[config.mk]
export PLATFORM = sky130hd
export DESIGN_NAME = descStackWriter
export DESIGN_NICKNAME = d
export VERILOG_FILES = /design/src/rtl/descStackPkg.sv /design/src/rtl/dsCtrl.sv /design/src/rtl/dsPath.sv /design/src/rtl/descStackWriter.sv
export SDC_FILE = /design/constraint.sdc
export NUM_CORES = 1
export LEC_CHECK = 0
export CORE_MARGIN = 2
export CORE_UTILIZATION = 40
export CTS_CLUSTER_SIZE = 25
export DETAILED_ROUTE_END_ITERATION = 7
export PLACE_DENSITY = 0.65
export SLEW_MARGIN = 0
export SYNTH_ARGS = -nofsm -noshare
export SYNTH_HDL_FRONTEND = slang
export SYNTH_SLANG_ARGS = --single-unit
[constraint.sdc]
create_clock -name clk -period 8.9 [get_ports clk]
set_clock_uncertainty 0.05 [all_clocks]
set_input_delay 1.335 -clock clk [delete_from_list [all_inputs] [get_ports clk]]
set_output_delay 1.335 -clock clk [all_outputs]
set_load 0.005 [all_outputs]
[src/rtl/descStackPkg.sv]
package descStackPkg;

  typedef enum logic [2:0] {
    ST_IDLE, ST_W0, ST_W1, ST_W2, ST_W3, ST_HOLD, ST_DONE
  } dsState_e;

  typedef enum logic [1:0] {
    SLOT_STAT, SLOT_TAG, SLOT_THIRD, SLOT_CMD
  } dsSlot_e;

  // strobes from control to datapath
  typedef struct packed {
    logic    capStart;
    logic    capEnd;
    logic    wrEn;
    dsSlot_e slot;
    logic    doneWord;
    logic    advance;
  } dsStrobe_t;

  localparam int STAT_ACTIVE = 15;
  localparam int STAT_DONE   = 14;
  localparam int STAT_CHAN   = 13;
  localparam int STAT_ILL    = 12;

endpackage

[src/rtl/dsCtrl.sv]
module dsCtrl
  import descStackPkg::*;
(
  input  logic      clk,
  input  logic      rstN,
  input  logic      msgStart,
  input  logic      msgEnd,
  output dsStrobe_t stb
);

  dsState_e state;
  logic     endPend;

  always_comb begin
    stb = '0;
    unique case (state)
      ST_IDLE: begin
        stb.capStart = msgStart;
        stb.capEnd   = msgStart && msgEnd;
      end
      ST_W0: begin stb.wrEn = 1'b1; stb.slot = SLOT_STAT;  stb.capEnd = msgEnd; end
      ST_W1: begin stb.wrEn = 1'b1; stb.slot = SLOT_TAG;   stb.capEnd = msgEnd; end
      ST_W2: begin stb.wrEn = 1'b1; stb.slot = SLOT_THIRD; stb.capEnd = msgEnd; end
      ST_W3: begin stb.wrEn = 1'b1; stb.slot = SLOT_CMD;   stb.capEnd = msgEnd; end
      ST_HOLD: stb.capEnd = msgEnd;
      ST_DONE: begin
        stb.wrEn     = 1'b1;
        stb.slot     = SLOT_STAT;
        stb.doneWord = 1'b1;
        stb.advance  = 1'b1;
      end
      default: stb = '0;
    endcase
  end

  always_ff @(posedge clk) begin
    if (!rstN) begin
      state   <= ST_IDLE;
      endPend <= 1'b0;
    end else begin
      unique case (state)
        ST_IDLE: if (msgStart) begin
          state   <= ST_W0;
          endPend <= msgEnd;
        end
        ST_W0: begin state <= ST_W1; endPend <= endPend | msgEnd; end
        ST_W1: begin state <= ST_W2; endPend <= endPend | msgEnd; end
        ST_W2: begin state <= ST_W3; endPend <= endPend | msgEnd; end
        ST_W3: begin
          state   <= (endPend || msgEnd) ? ST_DONE : ST_HOLD;
          endPend <= 1'b0;
        end
        ST_HOLD: if (msgEnd) state <= ST_DONE;
        ST_DONE: state <= ST_IDLE;
        default: state <= ST_IDLE;
      endcase
    end
  end

  // an accepted start opens the record with the status word next cycle
  p_start_opens_r2: assert property (@(posedge clk) disable iff (!rstN)
    (state == ST_IDLE && msgStart) |=> (stb.wrEn && stb.slot == SLOT_STAT && !stb.doneWord));

  // completion write is a single cycle
  p_done_single_r5: assert property (@(posedge clk) disable iff (!rstN)
    stb.doneWord |=> !stb.doneWord);

  // a record in progress never drops back to idle early
  p_busy_keeps_r9: assert property (@(posedge clk) disable iff (!rstN)
    (state inside {ST_W0, ST_W1, ST_W2, ST_W3, ST_HOLD}) |=> (state != ST_IDLE));

endmodule

[src/rtl/dsPath.sv]
module dsPath
  import descStackPkg::*;
#(
  parameter int ADDR_W   = 16,
  parameter int DATA_W   = 16,
  parameter int ERR_W    = 4,
  parameter int MIN_LOG2 = 8,
  parameter int SEL_W    = 2
) (
  input  logic              clk,
  input  logic              rstN,
  input  dsStrobe_t         stb,
  input  logic [ADDR_W-1:0] baseAddr,
  input  logic [SEL_W-1:0]  sizeSel,
  input  logic [DATA_W-1:0] cmdWord,
  input  logic              chanB,
  input  logic              illegalCmd,
  input  logic [ERR_W-1:0]  errFlags,
  input  logic [DATA_W-1:0] timeTag,
  input  logic [DATA_W-1:0] dataPtr,
  input  logic [DATA_W-1:0] modeData,
  input  logic              isModeCode,
  input  logic              modeDataOpt,
  output logic              ramWe,
  output logic [ADDR_W-1:0] ramAddr,
  output logic [DATA_W-1:0] ramData,
  output logic              irqHalf,
  output logic              irqFull
);

  localparam int PTR_W = MIN_LOG2 + (1 << SEL_W) - 1;
  localparam int STEP  = 4;

  logic [DATA_W-1:0] capCmd, capTag, capThird;
  logic              capChan, capIll;
  logic [ERR_W-1:0]  capErr;
  logic [PTR_W-1:0]  ptrOff;

  logic [PTR_W:0]    sizeWords, halfWords;
  logic [PTR_W-1:0]  sizeMask, curOff, nxtOff;
  logic              crossHalf, wrapped;
  logic [DATA_W-1:0] startStat, doneStat;

  assign sizeWords = (PTR_W+1)'(1) << (MIN_LOG2 + int'(sizeSel));
  assign halfWords = sizeWords >> 1;
  assign sizeMask  = PTR_W'(sizeWords - 1'b1);
  assign curOff    = ptrOff & sizeMask;
  assign nxtOff    = (curOff + PTR_W'(STEP)) & sizeMask;
  assign crossHalf = ({1'b0, curOff} < halfWords) && ({1'b0, nxtOff} >= halfWords);
  assign wrapped   = nxtOff < curOff;

  // capture of start-time and end-time fields
  always_ff @(posedge clk) begin
    if (!rstN) begin
      capCmd   <= '0;
      capTag   <= '0;
      capThird <= '0;
      capChan  <= 1'b0;
      capIll   <= 1'b0;
      capErr   <= '0;
    end else begin
      if (stb.capStart) begin
        capCmd   <= cmdWord;
        capTag   <= timeTag;
        capThird <= (isModeCode && modeDataOpt) ? modeData : dataPtr;
        capChan  <= chanB;
      end
      if (stb.capEnd) begin
        capIll <= illegalCmd;
        capErr <= errFlags;
      end
    end
  end

  // record pointer and rollover pulses
  always_ff @(posedge clk) begin
    if (!rstN) begin
      ptrOff  <= '0;
      irqHalf <= 1'b0;
      irqFull <= 1'b0;
    end else begin
      irqHalf <= stb.advance && crossHalf;
      irqFull <= stb.advance && wrapped;
      if (stb.advance) ptrOff <= nxtOff;
    end
  end

  always_comb begin
    startStat = '0;
    startStat[STAT_ACTIVE] = 1'b1;
    startStat[STAT_CHAN]   = capChan;
    doneStat = '0;
    doneStat[ERR_W-1:0]    = capErr;
    doneStat[STAT_DONE]    = 1'b1;
    doneStat[STAT_CHAN]    = capChan;
    doneStat[STAT_ILL]     = capIll;
  end

  assign ramWe   = stb.wrEn;
  assign ramAddr = baseAddr + ADDR_W'(curOff) + ADDR_W'(stb.slot);

  always_comb begin
    unique case (stb.slot)
      SLOT_STAT:  ramData = stb.doneWord ? doneStat : startStat;
      SLOT_TAG:   ramData = capTag;
      SLOT_THIRD: ramData = capThird;
      SLOT_CMD:   ramData = capCmd;
      default:    ramData = '0;
    endcase
  end

  // wrap pulse is one cycle and leaves the offset at zero
  p_full_pulse_r7: assert property (@(posedge clk) disable iff (!rstN)
    irqFull |=> !irqFull);
  p_wrap_zero_r7: assert property (@(posedge clk) disable iff (!rstN)
    irqFull |-> (ptrOff == '0));

  // midpoint pulse leaves the offset in the upper half
  p_half_upper_r8: assert property (@(posedge clk) disable iff (!rstN)
    irqHalf |-> ({1'b0, ptrOff} >= halfWords));
  p_irq_excl_r8: assert property (@(posedge clk) disable iff (!rstN)
    !(irqHalf && irqFull));

  // captured command holds between starts
  p_cap_hold_r10: assert property (@(posedge clk) disable iff (!rstN)
    !stb.capStart |=> $stable(capCmd));

endmodule

[src/rtl/descStackWriter.sv]
module descStackWriter
  import descStackPkg::*;
#(
  parameter int ADDR_W   = 16,
  parameter int DATA_W   = 16,
  parameter int ERR_W    = 4,
  parameter int MIN_LOG2 = 8,
  parameter int SEL_W    = 2
) (
  input  logic              clk,
  input  logic              rstN,
  input  logic [ADDR_W-1:0] baseAddr,
  input  logic [SEL_W-1:0]  sizeSel,
  input  logic              msgStart,
  input  logic              msgEnd,
  input  logic [DATA_W-1:0] cmdWord,
  input  logic              chanB,
  input  logic              illegalCmd,
  input  logic [ERR_W-1:0]  errFlags,
  input  logic [DATA_W-1:0] timeTag,
  input  logic [DATA_W-1:0] dataPtr,
  input  logic [DATA_W-1:0] modeData,
  input  logic              isModeCode,
  input  logic              modeDataOpt,
  output logic              ramWe,
  output logic [ADDR_W-1:0] ramAddr,
  output logic [DATA_W-1:0] ramData,
  output logic              irqHalf,
  output logic              irqFull
);

  dsStrobe_t stb;

  dsCtrl uCtrl (
    .clk      (clk),
    .rstN     (rstN),
    .msgStart (msgStart),
    .msgEnd   (msgEnd),
    .stb      (stb)
  );

  dsPath #(
    .ADDR_W   (ADDR_W),
    .DATA_W   (DATA_W),
    .ERR_W    (ERR_W),
    .MIN_LOG2 (MIN_LOG2),
    .SEL_W    (SEL_W)
  ) uPath (
    .clk         (clk),
    .rstN        (rstN),
    .stb         (stb),
    .baseAddr    (baseAddr),
    .sizeSel     (sizeSel),
    .cmdWord     (cmdWord),
    .chanB       (chanB),
    .illegalCmd  (illegalCmd),
    .errFlags    (errFlags),
    .timeTag     (timeTag),
    .dataPtr     (dataPtr),
    .modeData    (modeData),
    .isModeCode  (isModeCode),
    .modeDataOpt (modeDataOpt),
    .ramWe       (ramWe),
    .ramAddr     (ramAddr),
    .ramData     (ramData),
    .irqHalf     (irqHalf),
    .irqFull     (irqFull)
  );

endmodule

# Yosys cells after proc, flatten, opt, wreduce, memory -nomap -nowiden
# Cells that the tools add are included.
# Widths: inputs -> output; s select.
totals:
  register_bits: 71
  output_inout_bits: 35
  wordCells: 61
classes:
  n_eq_ne: 11
  n_reduce_logical: 14
  n_shift: 1
  mux: 13
  add_sub_neg: 5
  n_bitwise: 3
  n_lt_le_gt_ge: 3
ops:
  columns: ["op", "count"]
  rows:
  - ["$pmux 16 s4", 1]
  - ["$mux 16", 2]
  - ["$and 11x11->11", 2]
  - ["$lt 11x11->1", 2]
  - ["$pmux 3 s6", 1]
  - ["$add 16x11->16", 1]
  - ["$add 16x2->16", 1]
  - ["$pmux 3 s4", 1]
  - ["$shl 1x5->12 const A", 1]
  - ["$add 11x3->11 const B", 1]
  - ["$ge 11x11->1", 1]
  - ["$sub 11x1->11 const B", 1]
  - ["$eq 3x3->1 const B", 3]
  - ["$eq 3x2->1 const B", 2]
  - ["$mux 3", 2]
  - ["$add 4x2->5 const A", 1]
  - ["$logic_and 1x1->1", 5]
  - ["$reduce_or 5->1", 1]
  - ["$eq 2x2->1 const B", 2]
  - ["$mux 2", 2]
  - ["$ne 2x2->1 const B", 2]
  - ["$reduce_and 2->1", 2]
  - ["$eq 3x1->1 const B", 1]
  - ["$logic_not 3->1", 1]
  - ["10 further kinds", 11]

# Logic depth before layout (Yosys ltp)
# Gate-level depths: netlist of run 1.
depth:
  word_depth: 9
  ltp_mapped: 13
  depth_no_buf: 12

# Hierarchy
# A second synthesis of run 1 with hierarchy kept.
unflattened:
  cells_unflattened: 478
  hier_area_um2: 4413.0
modules_own_cells:
  columns: ["mod", "n_inst", "seq_area_each_um2", "area_each_um2", "cells_each"]
  rows:
  - ["dsPath", 1, 1301.2, 4136.5, 442]
  - ["dsCtrl", 1, 80.1, 276.5, 36]

# Least setup slack after synthesis of run 1
# No wires, ideal clock.
synth_timing:
  path_type: "input to output"
  startpoint: "in sizeSel[1]"
  endpoint: "out ramAddr[15]"
  path_buffers: 1
  arrival_time_ns: 3.084
  required_ns: 7.515
  cell_stages: 9
  setup_slack_ns: 4.431
  path_cell_list: "clkbuf_1 and3_1 ha_1 ha_1 a21oi_1 and3b_1 a21oi_1 nand2_1 xor2_1"
synth_via:
  elab_chain_cells: 6
synth_lines:
  columns: ["element", "line", "rtl"]
  rows:
  - ["start: declaration", "descStackWriter.sv:13", "input logic [SEL_W-1:0] sizeSel,"]
  - ["$add 4x2->5", "dsPath.sv:44", "assign sizeWords = (PTR_W+1)'(1) << (MIN_LOG2 + int'(sizeSel));"]
  - ["$shl 1x5->12", "dsPath.sv:44", null]
  - ["$sub 11x1->11", "dsPath.sv:46", "assign sizeMask = PTR_W'(sizeWords - 1'b1);"]
  - ["$and 11x11->11", "dsPath.sv:47", "assign curOff = ptrOff & sizeMask;"]
  - ["$add 16x11->16", "dsPath.sv:100", "assign ramAddr = baseAddr + ADDR_W'(curOff) + ADDR_W'(stb.slot);"]
  - ["$add 16x2->16", "dsPath.sv:100", null]
  - ["end: declaration", "descStackWriter.sv:26", "output logic [ADDR_W-1:0] ramAddr,"]
# No other way between the ends.

# Final worst setup path of run 1
layout_timing:
  startpoint: "reg uCtrl.state[1]"
  endpoint: "out ramAddr[9]"
layout_via:
  elab_chain_cells: 4
  elab_cells_between_ends: 8
  cone_classes: "add/sub: 1; eq/ne: 5; mux: 1; reduce/logical: 1"
layout_lines:
  columns: ["element", "line", "rtl"]
  rows:
  - ["start: declaration", "dsCtrl.sv:11", "dsState_e state;"]
  - ["start signal: assignment", "dsCtrl.sv:50", "state <= (endPend || msgEnd) ? ST_DONE : ST_HOLD;"]
  - ["$eq 3x3->1 or $eq 3x1->1 (tied branches)", "dsCtrl.sv:16", "unique case (state)"]
  - ["$reduce_or 2->1 (no line)", null, null]
  - ["$pmux 3 s4 (*)", "dsCtrl.sv:16", null]
  - ["$add 16x2->16 (*)", "dsPath.sv:100", null]
# Mark *: on every way between the ends. The rest lies on a longest branch, timed or not.

==> run_results.csv, run 1 <==
group,metric,value,unit
outcome,outcome,"completed",
layout,nets,784,
critical_path,required,7.52,ns
floorplanning,rows,38,
yosys,synth_area_per_cell,8.01,um^2
route,wl_per_cell,14.3,um
power_and_ir_drop,p_leak,0.00258,uW
yosys,synth.yosys.seq_area_share,0.315,
route,dr.pass1.iters,4,
critical_path,crit_type,"reg2out",
critical_path,cp_max_fo,24,
floorplanning,dieArea,11800,um^2
clock_tree,h-tree-depth,3,
sta,tns,0,ns
critical_path,crit_family,"flip-flops",
clock_tree,insertion_delay,0.34,ns
yosys,syn_inst,547,
route,drt_iter0_drc,181,
layout,area_growth,36.0,%
power_and_ir_drop,vdd_drop_max,0.000106,V
placement,post-dp-hpwl,8590,um
layout,final_util,0.555,
min_path,worstHoldPathType,"reg2reg",
sta,slew_headroom,0.253,
critical_path,slowest_delay,0.91,ns
sta,finalSetupViolCount,0,
placement,placed_area,5710,um^2
layout,final_cell_area,5960,um^2
placement,place_congestion,0.876,
layout,post_route_cells_drive_above_1_share,0.0379,
sta,grt_setup_unrepaired,"false",
floorplanning,io_pins,129,
placement,placed_cells,784,
sta,final-max-slew-violation-count,0,
critical_path,path_buf_inv,2,
sta,worst_pin_slew,1.12,ns
clock_tree,ctsResizeCount,0,
sta,period_needed,5.85,ns
clock_tree,hold_buffers,0,
critical_path,endpoint_kind,"primary output",
route,wl_met1,5160,um
critical_path,crit_arrival,4.47,ns
clock_tree,cts_tree,"done",
route,routed_wl,11500,um
power_and_ir_drop,power.total,862,uW
global_routing,grt_use_total,0.197,
global_routing,grt_max_degree,70,
placement,port_buffers,128,
layout,antenna_cells,0,
clock_tree,numCtsBuffers,9,
clock_tree,cts_buffer_depth,2,
sta,hold_violations,0,
yosys,yosysWarnings,0,
global_routing,grt_pass1_wl,18500,um
yosys,synth-async-reset-ratio,0,
yosys,netlist_area,4380,um^2
route,ant_nets,0,
clock_tree,clk_pin_slew,0.07,ns
route,wl_met3,536,um
route,dr_wl_met2,5690,um
route,viasPerCell,5.22,
clock_tree,root_buffer,"clkbuf_8",
route,route.detailed.drc,0,
clock_tree,post_cts_buffers,0,
critical_path,startpoint_type,"flip-flop",
floorplanning,die_x,109,um
floorplanning,initial_utilization,0.408,
yosys,synthFlopType,"dfxtp_1",
critical_path,cp_slowest_cell,"dfxtp_1",
sta,fin_crit_sh,0.658,
floorplanning,chipHeight,109,um
sta,max_freq,171,MHz
route,via_count,4173,
global_routing,antenna_found_initial,0,
clock_tree,clock-sinks,69,
layout,n_fill_cell,1052,
yosys,synth_edf_count,0,
route,top_layer_used,"met4",
yosys,synth_seq_cells,69,
floorplanning,core,10700,um^2
power_and_ir_drop,power_density,145,nW/um^2
run,cap_viol_max_count,0,
critical_path,path_cells,"nand2b_1, a21oi_1, ha_1, ha_1, inv_1, fa_1, nand2b_1, a21oi_1, nor2b_1, o21ai_1, xor2_1, clkdlybuf4s50_1",
layout,instances_no_fill,800,
global_routing,overflow,0,
global_routing,grt_pass1_vias,3955,
yosys,synth_nets,676,
yosys,synth_cell_type_count,50,
==> final timing paths <==
kind,start,end,slack (ns),cells past startpoint
worst max-delay path,uCtrl.state[1],ramAddr[9],3.05,12
worst min register to register,uPath.capTag[12],uPath.capTag[12],0.40,2
worst max register to register,uCtrl.state[1],uPath.irqHalf,6.41,4
worst min-delay path,uPath.capTag[12],uPath.capTag[12],0.40,2
==> worst register-to-register path, delay by kind of cell (launching register included) <==
| family | cells | cell delay, ns |
|---|---|---|
| AO/OA/AOI/OAI | 2 | 0.65 |
| AND/OR/NAND/NOR | 2 | 0.82 |
| flip-flops | 1 | 0.91 |
==> area by class of cell <==
cell class	count	area (um^2)	area share
Timing Repair Buffer	131	1300	0.218
Sequential cell	69	1380	0.232
Clock inverter	5	106	0.0178
Clock buffer	11	141	0.0237
Inverter	19	71.3	0.0120
Tap cell	140	175	0.0294
Multi-Input combinational cell	425	2790	0.467
==> power by group <==
group	total, uW	leakage, uW	internal [uW]	switching (uW)
combinational	195	0.00189	105	89.8
sequential	352	0.000566	334	18.2
clock	315	0.000120	195	120
total	862	0.00258	634	228
==> synthesized netlist by cell type (8+ instances only) <==
| master | instances | area, um^2 |
|---|---|---|
| a21boi_1 | 31 | 233 |
| a21oi_1 | 20 | 100 |
| buf_2 | 13 | 65.1 |
| clkbuf_1 | 18 | 67.6 |
| dfxtp_1 | 69 | 1380 |
| ha_1 | 34 | 425 |
| inv_1 | 18 | 67.6 |
| mux2i_1 | 23 | 230 |
| nand2_1 | 111 | 417 |
| nand3_1 | 39 | 195 |
| nor2_1 | 20 | 75.1 |
| o211a_1 | 20 | 200 |
| o21ai_0 | 20 | 100 |
| xnor2_1 | 13 | 114 |
| xor2_1 | 8 | 70.1 |
==> through the flow <==
stage	worst slack, ns	hold WS (ns)
CTS	3.02	0.404
global route	2.67	0.420
global placement	3.41	0.390
detailed placement	3.35	0.394
finish	3.05	0.401
floorplan	4.43	0.382
==> layer usage <==
| layer | up-vias | track usage |
|---|---|---|
| met5 | - | 0 |
| li1 | 2140 | - |
| met2 | 95 | 0.347 |
| met3 | 6 | 0.0502 |
| met1 | 1932 | 0.244 |
| met4 | 0 | 0.0385 |
==> cell families (layout without fill, tap and decap cells) <==
family                   count (synthesis)  count (layout)  share of synthesized area
AND/OR/NAND/NOR                        208             208                      0.213
adder cells (fa/ha/maj)                 35              35                      0.102
XOR/XNOR                                21              21                     0.0420
flip-flops                              69              69                      0.315
multiplexers                            24              24                     0.0551
AO/OA/AOI/OAI                          137             137                      0.222
buffers and inverters                   53             166                     0.0508
==> state kept, by name, summed over array words and instances (netlist names) <==
register	cells
uPath.capThird	16
uCtrl.endPend	1
uPath.irqFull	1
uPath.capCmd	16
uCtrl.state	3
uPath.irqHalf	1
uPath.capIll	1
uPath.capErr	4
uPath.ptrOff	9
uPath.capChan	1
uPath.capTag	16
==> cell usage in the layout (no fill, tap or decap), types with 3 or more instances in the layout <==
cell | Yosys | routed
nand2b_1 | 6 | 6
xor2_1 | 8 | 8
nor2b_1 | 7 | 7
a21oi_1 | 20 | 20
a31oi_1 | 3 | 3
inv_1 | 18 | 18
clkbuf_8 | 0 | 10
a21o_1 | 5 | 5
nor3_1 | 7 | 7
mux2i_1 | 23 | 23
buf_4 | 2 | 3
o211ai_1 | 4 | 4
and3_1 | 4 | 4
o21a_1 | 6 | 6
clkdlybuf4s50_1 | 0 | 127
o22ai_1 | 4 | 4
bufinv_16 | 0 | 3
nor2_1 | 20 | 20
ha_1 | 34 | 34
a21boi_1 | 31 | 31
o21ai_1 | 5 | 5
a21boi_0 | 4 | 4
nand3_1 | 39 | 39
and2_1 | 4 | 4
o21ai_0 | 20 | 20
nand4_1 | 3 | 3
dfxtp_1 | 69 | 69
nand2_1 | 111 | 111
xnor2_1 | 13 | 13
o211a_1 | 20 | 20
Note: power is estimated with default switching activity, not from simulation.
==> inputs of run 2 (changes only) <==
clock period = 5.8 ns   (was 8.9 ns; I/O delays follow)
==> run 2 against run 1 <==
Total power is 44% higher. Design area is 0.65% lower. First-iteration DRC count is 24% lower. Sequential power is 53% higher. Register-to-register slack worse by 3.0 ns. Critical path depth stayed put. Combinational power is 56% higher. Critical endpoint is now ramAddr[13]. Hold slack better by 0.0013 ns. Wire length is 1.4% lower. Clock power is 26% higher.
==> run_results.csv, run 2 (synthesis gave the netlist of run 1 again) <==
group,metric,value,unit
placement,place_congestion,0.863,
global_routing,grt_pass1_wl,18100,um
critical_path,crit_arrival,4.01,ns
clock_tree,cts_buffer_depth,2,
critical_path,crit_family,"compound AO/OA/AOI/OAI gates",
global_routing,grt_pass1_vias,3974,
power_and_ir_drop,combPwrFrac,0.246,
sta,setup_ws,0.868,ns
floorplanning,dieArea,11800,um^2
floorplanning,chipHeight,109,um
critical_path,path_buf_inv,2,
sta,fin_crit_sh,0.850,
layout,nets,785,
outcome,outcome,"completed",
min_path,worstHoldStart,"uPath.capCmd[1]",
critical_path,reg2reg_from,"uCtrl.state[2]",
route,wl_per_cell,14.1,um
critical_path,slowest_delay,0.53,ns
clock_tree,root_buffer,"clkbuf_8",
floorplanning,core,10700,um^2
critical_path,r2r-end,"uPath.irqHalf",
layout,post_route_cells_drive_above_1_share,0.0393,
sta,max_freq,203,MHz
critical_path,required,4.88,ns
sta,slew_headroom,0.255,
route,viasPerCell,5.17,
global_routing,overflow,0,
layout,final_cell_area,5920,um^2
layout,antenna_cells,0,
global_routing,grt_max_degree,70,
placement,port_buffers,128,
critical_path,cp_max_fo,22,
min_path,worstHoldPathType,"reg2reg",
sta,hold_violations,0,
clock_tree,post_cts_buffers,0,
sta,period_needed,4.93,ns
clock_tree,numCtsBuffers,9,
min_path,hold_depth,2,
placement,placed_cells,785,
sta,worst_pin_slew,1.12,ns
route,route.detailed.drc,0,
layout,layout_common_cells,"clkdlybuf4s50_1 (127), nand2_1 (111), dfxtp_1 (69)",
critical_path,crit_type,"reg2out",
layout,area_growth,35.2,%
clock_tree,h-tree-depth,3,
clock_tree,clk_pin_slew,0.07,ns
sta,grt_setup_unrepaired,"false",
floorplanning,io_pins,129,
power_and_ir_drop,switching_share,0.285,
placement,placed_area,5720,um^2
critical_path,cp.depth,12,
clock_tree,insertion_delay,0.34,ns
min_path,min_delay_worst_endpoint,"uPath.capCmd[1]",
sta,final-max-slew-violation-count,0,
power_and_ir_drop,clock_power_share,0.321,
critical_path,cp_slowest_cell,"dfxtp_1",
clock_tree,ctsResizeCount,0,
layout,instances_no_fill,801,
route,routed_wl,11300,um
sta,tns,0,ns
floorplanning,initial_utilization,0.408,
critical_path,endpoint_kind,"primary output",
global_routing,grt_use_total,0.192,
floorplanning,die_x,109,um
layout,final_common_cell,"clkdlybuf4s50_1",
power_and_ir_drop,power.net_switching,353,uW
floorplanning,rows,38,
power_and_ir_drop,power_density,209,nW/um^2
power_and_ir_drop,vdd_drop_max,0.000102,V
power_and_ir_drop,p_leak,0.00256,uW
sta,finalSetupViolCount,0,
critical_path,path_cells,"nand2b_1, a21oi_1, ha_1, ha_1, inv_1, fa_1, nand2b_1, a21oi_1, o2111ai_1, o211ai_1, xor2_1, clkdlybuf4s50_1",
route,via_count,4139,
power_and_ir_drop,pwr-share-seq,0.433,
route,dr.pass1.iters,4,
clock_tree,cts_tree,"done",
run,cap_viol_max_count,0,
global_routing,antenna_found_initial,0,
critical_path,ff2ff_path_depth,4,
critical_path,r2r_setup_slack,3.38,ns
route,drt_iter0_drc,137,
power_and_ir_drop,p_int,886,uW
critical_path,startpoint_type,"flip-flop",
placement,post-dp-hpwl,8490,um
layout,reg.largest.list,"uPath.capCmd: 16 flops, uPath.capTag: 16 flops, uPath.capThird: 16 flops",
clock_tree,clock-sinks,69,
placement,dp_slack,1.19,ns
route,ant_nets,0,
clock_tree,hold_buffers,0,
[run 2: cell count changes in the layout (fill, tap and decap cells not counted)]
| cell | delta |
|---|---|
| bufinv_16 | -2 |
| clkinv_4 | +2 |
| buf_4 | +1 |
| clkinv_2 | +1 |
| inv_6 | -1 |
[run 2: metrics by stage]
stage / hold WS [ns] / utilization / power [uW]
floorplan: 0.382 / - / 712
global placement: 0.390 / 0.532 / 849
detailed placement: 0.394 / 0.532 / 854
CTS: 0.404 / 0.551 / 1250
global route: 0.428 / 0.551 / 1300
finish: 0.402 / 0.551 / 1240
[run 2: power by group through the flow]
stage	clock (uW)	sequential [uW]	combinational, uW
final	398	537	304
after global routing	428	541	335
after CTS	408	536	308
after detailed placement	0	547	307
after global placement	0	546	303
after floorplan	0	538	173
[run 2: layer usage]
metal	vias up	wire [um]	part of all wire	track usage
li1	2136	-	-	-
met1	1905	5160	0.46	0.237
met2	91	5530	0.49	0.337
met3	7	547	0.048	0.0496
met4	0	74	0.0065	0.0412
met5	-	0	0	0
[run 2: area by class of cell]
type	count	area, um^2
Inverter	19	71.3
Sequential cell	69	1380
Clock inverter	5	60.1
Clock buffer	11	141
Fill cell	1032	4820
Timing Repair Buffer	132	1310
Multi-Input combinational cell	425	2790
Tap cell	140	175
[run 2: worst max-delay path by stage]
stage,from,end,slack [ns]
after global routing,uCtrl.state[2],ramAddr[13],0.54
after detailed placement,sizeSel[1],ramAddr[13],1.19
final,uCtrl.state[2],ramAddr[13],0.87
after floorplan,sizeSel[1],ramAddr[15],2.26
after global placement,sizeSel[1],ramAddr[13],1.24
after CTS,uCtrl.state[2],ramAddr[13],0.87
[run 2: worst min-delay path, cell delays in order (launching register included)]
cell and delay [ns]:
dfxtp_1 0.31, nand2_1 0.05, a21boi_1 0.05
